===== src/rtl/hmp_pkg.sv =====
package hmp_pkg;
  typedef enum logic [1:0] {
    SEL_CTRL     = 2'b00,
    SEL_ADDR     = 2'b01,
    SEL_DATA_INC = 2'b10,
    SEL_DATA_FIX = 2'b11
  } regSel_e;

  typedef enum logic { ST_IDLE = 1'b0, ST_WAIT = 1'b1 } portState_e;

  typedef struct packed {
    logic ldAddr;
    logic ldData;
    logic ctlWr;
    logic capRead;
    logic incAddr;
  } dpStrobe_t;

  localparam int CTL_WIDE = 0;
  localparam int CTL_H2C  = 1;
  localparam int CTL_C2H  = 2;
endpackage


===== src/rtl/hmp_sync.sv =====
module hmp_sync #(
  parameter int STAGES = 2
) (
  input  logic clk,
  input  logic rstN,
  input  logic activeRaw,
  output logic startPulse
);
  logic [STAGES:0] chain;

  always_ff @(posedge clk or negedge rstN) begin
    if (!rstN) chain <= '0;
    else       chain <= {chain[STAGES-1:0], activeRaw};
  end

  assign startPulse = chain[STAGES-1] & ~chain[STAGES];
endmodule


===== src/rtl/hmp_ctrl.sv =====
module hmp_ctrl import hmp_pkg::*; (
  input  logic      clk,
  input  logic      rstN,
  input  logic      startPulse,
  input  logic      wideMode,
  input  logic      hostRnW,
  input  logic      hostHalf,
  input  logic [1:0] hostRegSel,
  input  logic      memAck,
  output dpStrobe_t strb,
  output logic      memReq,
  output logic      memWe,
  output logic      hostReady
);
  portState_e state;
  logic weQ;
  logic incQ;
  logic isData;
  logic startsMem;

  assign isData    = hostRegSel[1];
  assign startsMem = isData && (hostRnW ? (wideMode || !hostHalf)
                                        : (wideMode ||  hostHalf));

  always_comb begin
    strb = '0;
    if (state == ST_IDLE && startPulse) begin
      strb.ldAddr = (hostRegSel == SEL_ADDR) && !hostRnW;
      strb.ldData = isData && !hostRnW;
      strb.ctlWr  = (hostRegSel == SEL_CTRL) && !hostRnW;
    end
    if (state == ST_WAIT && memAck) begin
      strb.capRead = !weQ;
      strb.incAddr = incQ;
    end
  end

  always_ff @(posedge clk or negedge rstN) begin
    if (!rstN) begin
      state <= ST_IDLE;
      weQ   <= 1'b0;
      incQ  <= 1'b0;
    end else begin
      case (state)
        ST_IDLE: if (startPulse && startsMem) begin
          state <= ST_WAIT;
          weQ   <= !hostRnW;
          incQ  <= (hostRegSel == SEL_DATA_INC);
        end
        ST_WAIT: if (memAck) state <= ST_IDLE;
        default: state <= ST_IDLE;
      endcase
    end
  end

  assign memReq    = (state == ST_WAIT);
  assign memWe     = weQ;
  assign hostReady = (state == ST_IDLE);

  p_req_hold_r5: assert property (@(posedge clk) disable iff (!rstN)
    memReq && !memAck |=> memReq);

  p_start_sync_r12: assert property (@(posedge clk) disable iff (!rstN)
    $rose(memReq) |-> $past(startPulse));
endmodule


===== src/rtl/hmp_datapath.sv =====
module hmp_datapath import hmp_pkg::*; #(
  parameter int DW = 32,
  parameter int AW = 20
) (
  input  logic          clk,
  input  logic          rstN,
  input  logic          widthStrap,
  input  dpStrobe_t     strb,
  input  logic [DW-1:0] busIn,
  input  logic [1:0]    hostRegSel,
  input  logic          hostHalf,
  input  logic [DW-1:0] memRdata,
  input  logic          cpuCtlWe,
  input  logic [1:0]    cpuCtlWdata,
  output logic          wideMode,
  output logic [AW-1:0] memAddr,
  output logic [DW-1:0] memWdata,
  output logic [DW-1:0] busOut,
  output logic [DW-1:0] ctrlWord,
  output logic          hostToCpu,
  output logic          cpuToHost
);
  localparam int HW    = DW / 2;
  localparam int LANES = 2;

  logic [DW-1:0] addrReg;
  logic [DW-1:0] dataReg;
  logic [DW-1:0] addrMerge;
  logic [DW-1:0] dataMerge;
  logic [DW-1:0] regVal;
  logic [LANES-1:0] laneHit;
  logic hostCtlWr;

  always_ff @(posedge clk) begin
    if (!rstN) wideMode <= widthStrap;
  end

  for (genvar g = 0; g < LANES; g++) begin : g_lane
    logic [HW-1:0] laneSrc;
    assign laneHit[g] = wideMode | (hostHalf == 1'(g));
    assign laneSrc    = wideMode ? busIn[g*HW +: HW] : busIn[HW-1:0];
    assign addrMerge[g*HW +: HW] = laneHit[g] ? laneSrc : addrReg[g*HW +: HW];
    assign dataMerge[g*HW +: HW] = laneHit[g] ? laneSrc : dataReg[g*HW +: HW];
  end

  always_ff @(posedge clk or negedge rstN) begin
    if (!rstN) begin
      addrReg <= '0;
      dataReg <= '0;
    end else begin
      if (strb.ldAddr)       addrReg <= addrMerge;
      else if (strb.incAddr) addrReg <= addrReg + 1'b1;
      if (strb.ldData)       dataReg <= dataMerge;
      else if (strb.capRead) dataReg <= memRdata;
    end
  end

  assign hostCtlWr = strb.ctlWr && laneHit[0];

  always_ff @(posedge clk or negedge rstN) begin
    if (!rstN) begin
      hostToCpu <= 1'b0;
      cpuToHost <= 1'b0;
    end else begin
      if (hostCtlWr && busIn[CTL_H2C])          hostToCpu <= 1'b1;
      else if (cpuCtlWe && cpuCtlWdata[0])      hostToCpu <= 1'b0;
      if (cpuCtlWe && cpuCtlWdata[1])           cpuToHost <= 1'b1;
      else if (hostCtlWr && busIn[CTL_C2H])     cpuToHost <= 1'b0;
    end
  end

  always_comb begin
    ctrlWord = '0;
    ctrlWord[CTL_WIDE] = wideMode;
    ctrlWord[CTL_H2C]  = hostToCpu;
    ctrlWord[CTL_C2H]  = cpuToHost;
  end

  always_comb begin
    case (hostRegSel)
      SEL_CTRL: regVal = ctrlWord;
      SEL_ADDR: regVal = addrReg;
      default:  regVal = dataReg;
    endcase
    if (wideMode)      busOut = regVal;
    else if (hostHalf) busOut = {{(DW-HW){1'b0}}, regVal[DW-1:HW]};
    else               busOut = {{(DW-HW){1'b0}}, regVal[HW-1:0]};
  end

  assign memAddr  = addrReg[AW-1:0];
  assign memWdata = dataReg;

  p_strap_fixed_r2: assert property (@(posedge clk) disable iff (!rstN)
    1'b1 |-> $stable(wideMode));

  p_h2c_set_r10: assert property (@(posedge clk) disable iff (!rstN)
    strb.ctlWr && laneHit[0] && busIn[CTL_H2C] |=> hostToCpu);
endmodule


===== src/rtl/host_mux_port.sv =====
module host_mux_port import hmp_pkg::*; #(
  parameter int DW = 32,
  parameter int AW = 20,
  parameter int SYNC_STAGES = 2
) (
  input  logic          clk,
  input  logic          rstN,
  input  logic          widthStrap,
  input  logic [DW-1:0] hostBusIn,
  output logic [DW-1:0] hostBusOut,
  output logic          hostBusOe,
  input  logic          hostSelN,
  input  logic          hostStrobeN,
  input  logic          hostRnW,
  input  logic [1:0]    hostRegSel,
  input  logic          hostHalf,
  output logic          hostReady,
  output logic          hostIntN,
  input  logic          cpuCtlWe,
  input  logic [1:0]    cpuCtlWdata,
  output logic [DW-1:0] cpuCtlRdata,
  output logic          cpuInt,
  output logic          memReq,
  output logic          memWe,
  output logic [AW-1:0] memAddr,
  output logic [DW-1:0] memWdata,
  input  logic [DW-1:0] memRdata,
  input  logic          memAck
);
  dpStrobe_t strb;
  logic startPulse;
  logic wideMode;
  logic hostToCpu;
  logic cpuToHost;

  hmp_sync #(.STAGES(SYNC_STAGES)) u_sync (
    .clk(clk), .rstN(rstN),
    .activeRaw(~(hostSelN | hostStrobeN)),
    .startPulse(startPulse)
  );

  hmp_ctrl u_ctrl (
    .clk(clk), .rstN(rstN), .startPulse(startPulse), .wideMode(wideMode),
    .hostRnW(hostRnW), .hostHalf(hostHalf), .hostRegSel(hostRegSel),
    .memAck(memAck), .strb(strb), .memReq(memReq), .memWe(memWe),
    .hostReady(hostReady)
  );

  hmp_datapath #(.DW(DW), .AW(AW)) u_dp (
    .clk(clk), .rstN(rstN), .widthStrap(widthStrap), .strb(strb),
    .busIn(hostBusIn), .hostRegSel(hostRegSel), .hostHalf(hostHalf),
    .memRdata(memRdata), .cpuCtlWe(cpuCtlWe), .cpuCtlWdata(cpuCtlWdata),
    .wideMode(wideMode), .memAddr(memAddr), .memWdata(memWdata),
    .busOut(hostBusOut), .ctrlWord(cpuCtlRdata),
    .hostToCpu(hostToCpu), .cpuToHost(cpuToHost)
  );

  assign hostBusOe = ~hostSelN & ~hostStrobeN & hostRnW;
  assign cpuInt    = hostToCpu;
  assign hostIntN  = ~cpuToHost;

  p_req_payload_r5: assert property (@(posedge clk) disable iff (!rstN)
    memReq && !memAck |=> $stable(memAddr) && $stable(memWdata));
endmodule


===== config.mk =====
export PLATFORM = sky130hd
export DESIGN_NAME = host_mux_port
export DESIGN_NICKNAME = d
export VERILOG_FILES = /design/src/rtl/hmp_pkg.sv /design/src/rtl/hmp_sync.sv /design/src/rtl/hmp_ctrl.sv /design/src/rtl/hmp_datapath.sv /design/src/rtl/host_mux_port.sv
export SDC_FILE = /design/constraint.sdc
export NUM_CORES = 1
export LEC_CHECK = 0
export BUFFER_PORTS_ARGS = -buffer_cell sky130_fd_sc_hd__buf_2
export CAP_MARGIN = 30
export CORE_AREA = 3 3 135 137
export CTS_CLUSTER_DIAMETER = 150
export CTS_CLUSTER_SIZE = 25
export DETAILED_ROUTE_END_ITERATION = 8
export DIE_AREA = 0 0 138 140
export PLACE_DENSITY = 0.51
export RECOVER_POWER = 100
export SYNTH_ARGS = -nofsm -noshare
export SYNTH_HDL_FRONTEND = slang
export SYNTH_SLANG_ARGS = --single-unit

===== constraint.sdc =====
create_clock -name clk -period 2.2 [get_ports clk]
set_clock_uncertainty 0.15 [all_clocks]
set_input_delay 0.44 -clock clk [delete_from_list [all_inputs] [get_ports clk]]
set_output_delay 0.44 -clock clk [all_outputs]
set_load 0.02 [all_outputs]

# --- Yosys cells after proc, flatten, opt, wreduce, memory -nomap -nowiden ---
# Cells that the tools add are included.
word_totals:
  input_bits: 77
  out_inout_bits: 122
  ff_bits: 73
  wordCells: 78
op_classes:
  n_reduce_logical: 27
  n_mux: 20
  n_eq_ne: 6
  n_bitwise: 13
  n_addsub: 1
op_table:
  columns: ["cell", "count"]
  rows:
  - ["32-bit two-way mux", 5]
  - ["16-bit two-way mux", 4]
  - ["32-bit one-hot mux with 2 select lines", 1]
  - ["32-bit by 1-bit adder with 32-bit output, second input constant", 1]
  - ["1-bit logical AND", 12]
  - ["2-bit AND reduction", 5]
  - ["2-bit by 1-bit != test with 1-bit output, second input constant", 4]
  - ["2-bit nonzero test", 4]
  - ["1-bit two-way mux", 7]
  - ["1-bit inverter", 7]
  - ["1-bit AND", 3]
  - ["1-bit zero test", 3]
  - ["3-bit two-way mux", 1]
  - ["1-bit OR", 3]
  - ["2-bit by 1-bit == test with 1-bit output, second input constant", 1]
  - ["2-bit == test, second input constant", 1]
  - ["2-bit zero test", 1]
  - ["1-bit logical OR", 2]
  - ["2-bit two-way mux", 1]
  - ["1-bit one-hot mux with 2 select lines", 1]

# --- Logic depth before layout (Yosys ltp) ---
depth:
  ltp_word: 8
  mapped_depth: 8
  depth_no_buf: 6

# --- By module ---
# From an unflattened synthesis, not the netlist that was laid out.
hier_totals:
  hier_cells: 641
  hier_area_um2: 5292.6
by_module_without_submodules:
  columns: ["mod", "cells_each", "instances", "seq_area_each_um2", "area_per_inst_um2"]
  rows:
  - ["hmp_datapath", 610, 1, 1681.6, 4983.5]
  - ["hmp_ctrl", 24, 1, 75.1, 200.2]
  - ["hmp_sync", 4, 1, 75.1, 88.8]
  - ["host_mux_port", 3, 1, 0.0, 20.0]

# --- Least setup slack after synthesis ---
# Ideal clock, no wire load.
synth_timing:
  path_type: "input -> output"
  startpoint: "input port hostRegSel[0]"
  endpoint: "output port hostBusOut[10]"
  path_stages: 5
  arrival_ns: 1.675
  t_required_ns: 1.610
  path_slack_ns: -0.065
  path_buffers: 3
  cell_sequence: "buf_2 buf_1 clkbuf_1 a221oi_1 a21oi_1"
synth_via:
  elab_chain_cells: 4
  word_cells_on_any_way: 5
  classes_between: "eq/ne: 1; mux: 3; reduce/logical: 1"
synth_rtl:
  columns: ["item", "line_no", "text"]
  rows:
  - ["start: declaration", "host_mux_port.sv:15", "input logic [1:0] hostRegSel,"]
  - ["2-bit by 1-bit == test with 1-bit output / 2-bit zero test (equally long branches)", "hmp_datapath.sv:80", "case (hostRegSel)"]
  - ["32-bit one-hot mux with 2 select lines (*)", "hmp_datapath.sv:80", null]
  - ["16-bit two-way mux", "hmp_datapath.sv:86", "else if (hostHalf) busOut = {{(DW-HW){1'b0}}, regVal[DW-1:HW]};"]
  - ["32-bit two-way mux (*)", "hmp_datapath.sv:85", "if (wideMode) busOut = regVal;"]
  - ["end: declaration", "host_mux_port.sv:10", "output logic [DW-1:0] hostBusOut,"]
# Every way passes the cells marked *; elsewhere a longest branch is shown, timed or not.

# --- Worst setup path after layout ---
layout_timing:
  startpoint: "register u_dp.wideMode"
  endpoint: "output port hostBusOut[6]"
layout_via:
  elab_chain_cells: 1
layout_rtl:
  columns: ["item", "line_no", "text"]
  rows:
  - ["start: declaration", "hmp_datapath.sv:15", "output logic wideMode,"]
  - ["start signal: assignment", "hmp_datapath.sv:35", "if (!rstN) wideMode <= widthStrap;"]
  - ["32-bit two-way mux", "hmp_datapath.sv:85", null]
# Every way passes these cells.

==> metrics.yaml <==
comb_power_share_pct: 41.2
critPathArrivalTime_ps: 1690
clock_latency_ps: 350
synthesis.area_um2: 5120
start_util_pct: 29.8
fp.dieArea_um2: 19300
period_minus_slack_ps: 2280
port-buffer-count: 169
max_freq_ghz: 0.439
async_reset_ff_share_pct: 98.6
internal-power_uw: 3460
utilization_pct: 41.7
critPathBufInv: 2
dr_wl_met3_um: 722
m1WireLength_um: 9140
r2r_start: "u_dp.wideMode"
grt_first_pass_wirelength_um: 30500
antenna_left: 0
synth_area_per_cell_um2: 8.23
final_cell_mix: "buf_2, dfrtp_1, nand2_1, buf_4, nor2_1"
setup_ws_ps: -76.7
grt-ovfl-total: 0
finalSetupViolations: 15
drt_wl_total_um: 20300
hp-class: "in2reg"
met2_wirelength_um: 9930
critical_path_class: "reg2out"
clkPwrFrac_pct: 25.4
post-route-period-util_pct: 103
grt_setup_unrepaired: "true"
critPathMaxStageDelay_ps: 530
ios: 199
p_per_area_nw_per_um2: 825
clk_pin_slew_worst_paths_ps: 60
final_common_cell: "buf_2"
grtUsageTotal_pct: 20.3
synthDistinctLibCells: 52
wl_per_cell_um: 19.4
grt_max_degree: 73
die_x_um: 138
maxSlewViolCount: 0
synthToLayoutAreaGrowth_pct: 40.2
cp-start-kind: "register"
seq_area_frac_synth_pct: 35.8
ys_warn_count: 0
first_pass_iters: 4
tightestPinTransition_ps: 1070
setup_tns_ps: -671
cp_top_family: "flip-flops"
drive_above_1_share_pct: 32.3
power_leakage_uw: 0.00313
crit_chain: "nor2b_4, buf_12, a221oi_4, a21oi_2, buf_4"
synth-seq-cells: 73
htreeDepth: 3
gp_congestion: 0.869
maxSlewHeadroom_pct: 28.4
cts_buffers: 9
coreArea_um2: 17200
hold_start: "hostSelN"
die_y_um: 140
std_cell_rows: 48
synth_cells: 622
drv_cap: 0
hold_violations: 0
nets: 891
crit_start: "u_dp.wideMode"
crit_fanout: 8
cpMaxStageDelayCell: "edfxtp_1"
fillCellCount: 1817
clock-sinks: 73
p_seq_share_pct: 33.4
vias: 5277
highest_layer: "met4"
drtIter0Drc: 367
dpl.hpwl_um: 15200
tritoncts: "built"
cts_max_path_buffers: 2
vdd_drop_max_v: 0.000392
grt_pass1_vias: 5023
antenna_found_initial: 2
synthFlopType: "dfrtp_1"
synth_edf_count: 1
switching_share_pct: 41.6
cp_data_required_time_ps: 1610
drc: 0
switchingPower_uw: 2460
cts_root_buf: "clkbuf_16"
cp-end-kind: "output pin"
failed_checks: "setup timing"
viasPerCell: 5.05
outcome: "finished with violations"
metal layers:
metal  up-vias  track usage [%]
met2       141             33.6
met3        27             2.66
met5         -                0
met4         0             7.38
met1      2561             27.4
li1       2548                -
power groups by stage:
stage / Sequential [uW] / Clock, uW / Combinational (uW)
floorplan: 2170 / 0 / 1200
global placement: 1970 / 0 / 2250
detailed placement: 1960 / 0 / 2260
CTS: 1960 / 1530 / 2450
global route: 2020 / 1580 / 2630
finish: 1970 / 1500 / 2440
area by class of cell:
class | instances | area [um^2] | area share, %
diodes | 2 | 5.00 | 0.0698
clock buffers | 9 | 225 | 3.14
clock inverters | 7 | 70.1 | 0.977
inverters | 3 | 11.3 | 0.157
multi-input cells | 478 | 3120 | 43.5
flip-flops and latches | 73 | 1830 | 25.5
well taps | 225 | 282 | 3.93
repair buffers | 248 | 1630 | 22.7
through the flow:
step                cell area (um^2)  power, uW  setup slack, ps  cells  hold slack, ps
floorplan                       5260       3370            -64.4    650           -5.59
global placement                6420       4220             29.0   1012             196
finish                          7170       5920            -76.7   1045             106
global route                    7170       6230             -132   1045             107
CTS                             7120       5940            -79.7   1041            89.6
detailed placement              6420       4230             8.95   1012             195
final timing paths:
path,end,slack [ps],cells after the start
setup / recovery,hostBusOut[6],-80,5
hold / removal,u_sync.chain[0],110,2
setup reg to reg,u_dp.addrReg[18],10,7
hold reg to reg,u_sync.chain[1],210,0
max in group asynchronous,u_dp.addrReg[9],390,3
min in group asynchronous,u_dp.memWdata[16],810,3
registers in the layout, indices dropped and copies added, names as in the netlist:
signal / cells
u_sync.chain: 3
u_dp.memWdata: 32
u_dp.addrReg: 32
u_ctrl.memReq: 1
u_ctrl.memWe: 1
u_dp.cpuToHost: 1
u_dp.wideMode: 1
u_ctrl.incQ: 1
u_dp.hostToCpu: 1
cells in the mapped netlist, types with 3 or more instances:
master     number  area [um^2]
and3_1         13         81.3
nand3_1        19         95.1
dfrtp_1        72         1800
o311ai_0        4         35.0
mux2i_1        36          360
and2_1          6         37.5
a221oi_1       14          123
inv_1           3         11.3
a22o_1          3         26.3
o22ai_1         9         56.3
a211oi_1       10         75.1
o221ai_1        3         26.3
nand4_1         5         31.3
nor2_1         60          225
and4_1          3         26.3
o211ai_1        3         22.5
buf_1           8         30.0
buf_4          52          390
o21ai_0        44          220
clkbuf_1       28          105
a21oi_1        59          295
a2bb2oi_1       4         35.0
a311oi_1        5         43.8
mux2_2         11          124
xor2_1          3         26.3
nor2b_1        28          175
buf_2           8         40.0
nor3_1         11         55.1
nand2_1        68          255
kinds of logic after synthesis:
group / Yosys count / share of synthesized area (%)
AOI/OAI and AO/OA: 170 / 20.7
xor gates and xnor gates: 5 / 0.856
adders and majority gates: 1 / 0.245
buffers and inverters: 99 / 11.3
DFF: 73 / 35.8
muxes: 47 / 9.46
other: 1 / 0.0733
and+or+nand+nor: 226 / 21.6
what timing repair did:
item,4_1_cts,5_1_grt
setup endpoints to repair,14,31
resized for setup,57,34
cloned,4,0
pin swaps,2,6
hold endpoints to repair,59,0
hold buffers,1,0
buffers inserted,11,3
Note: power is estimated with default switching activity, not from simulation.
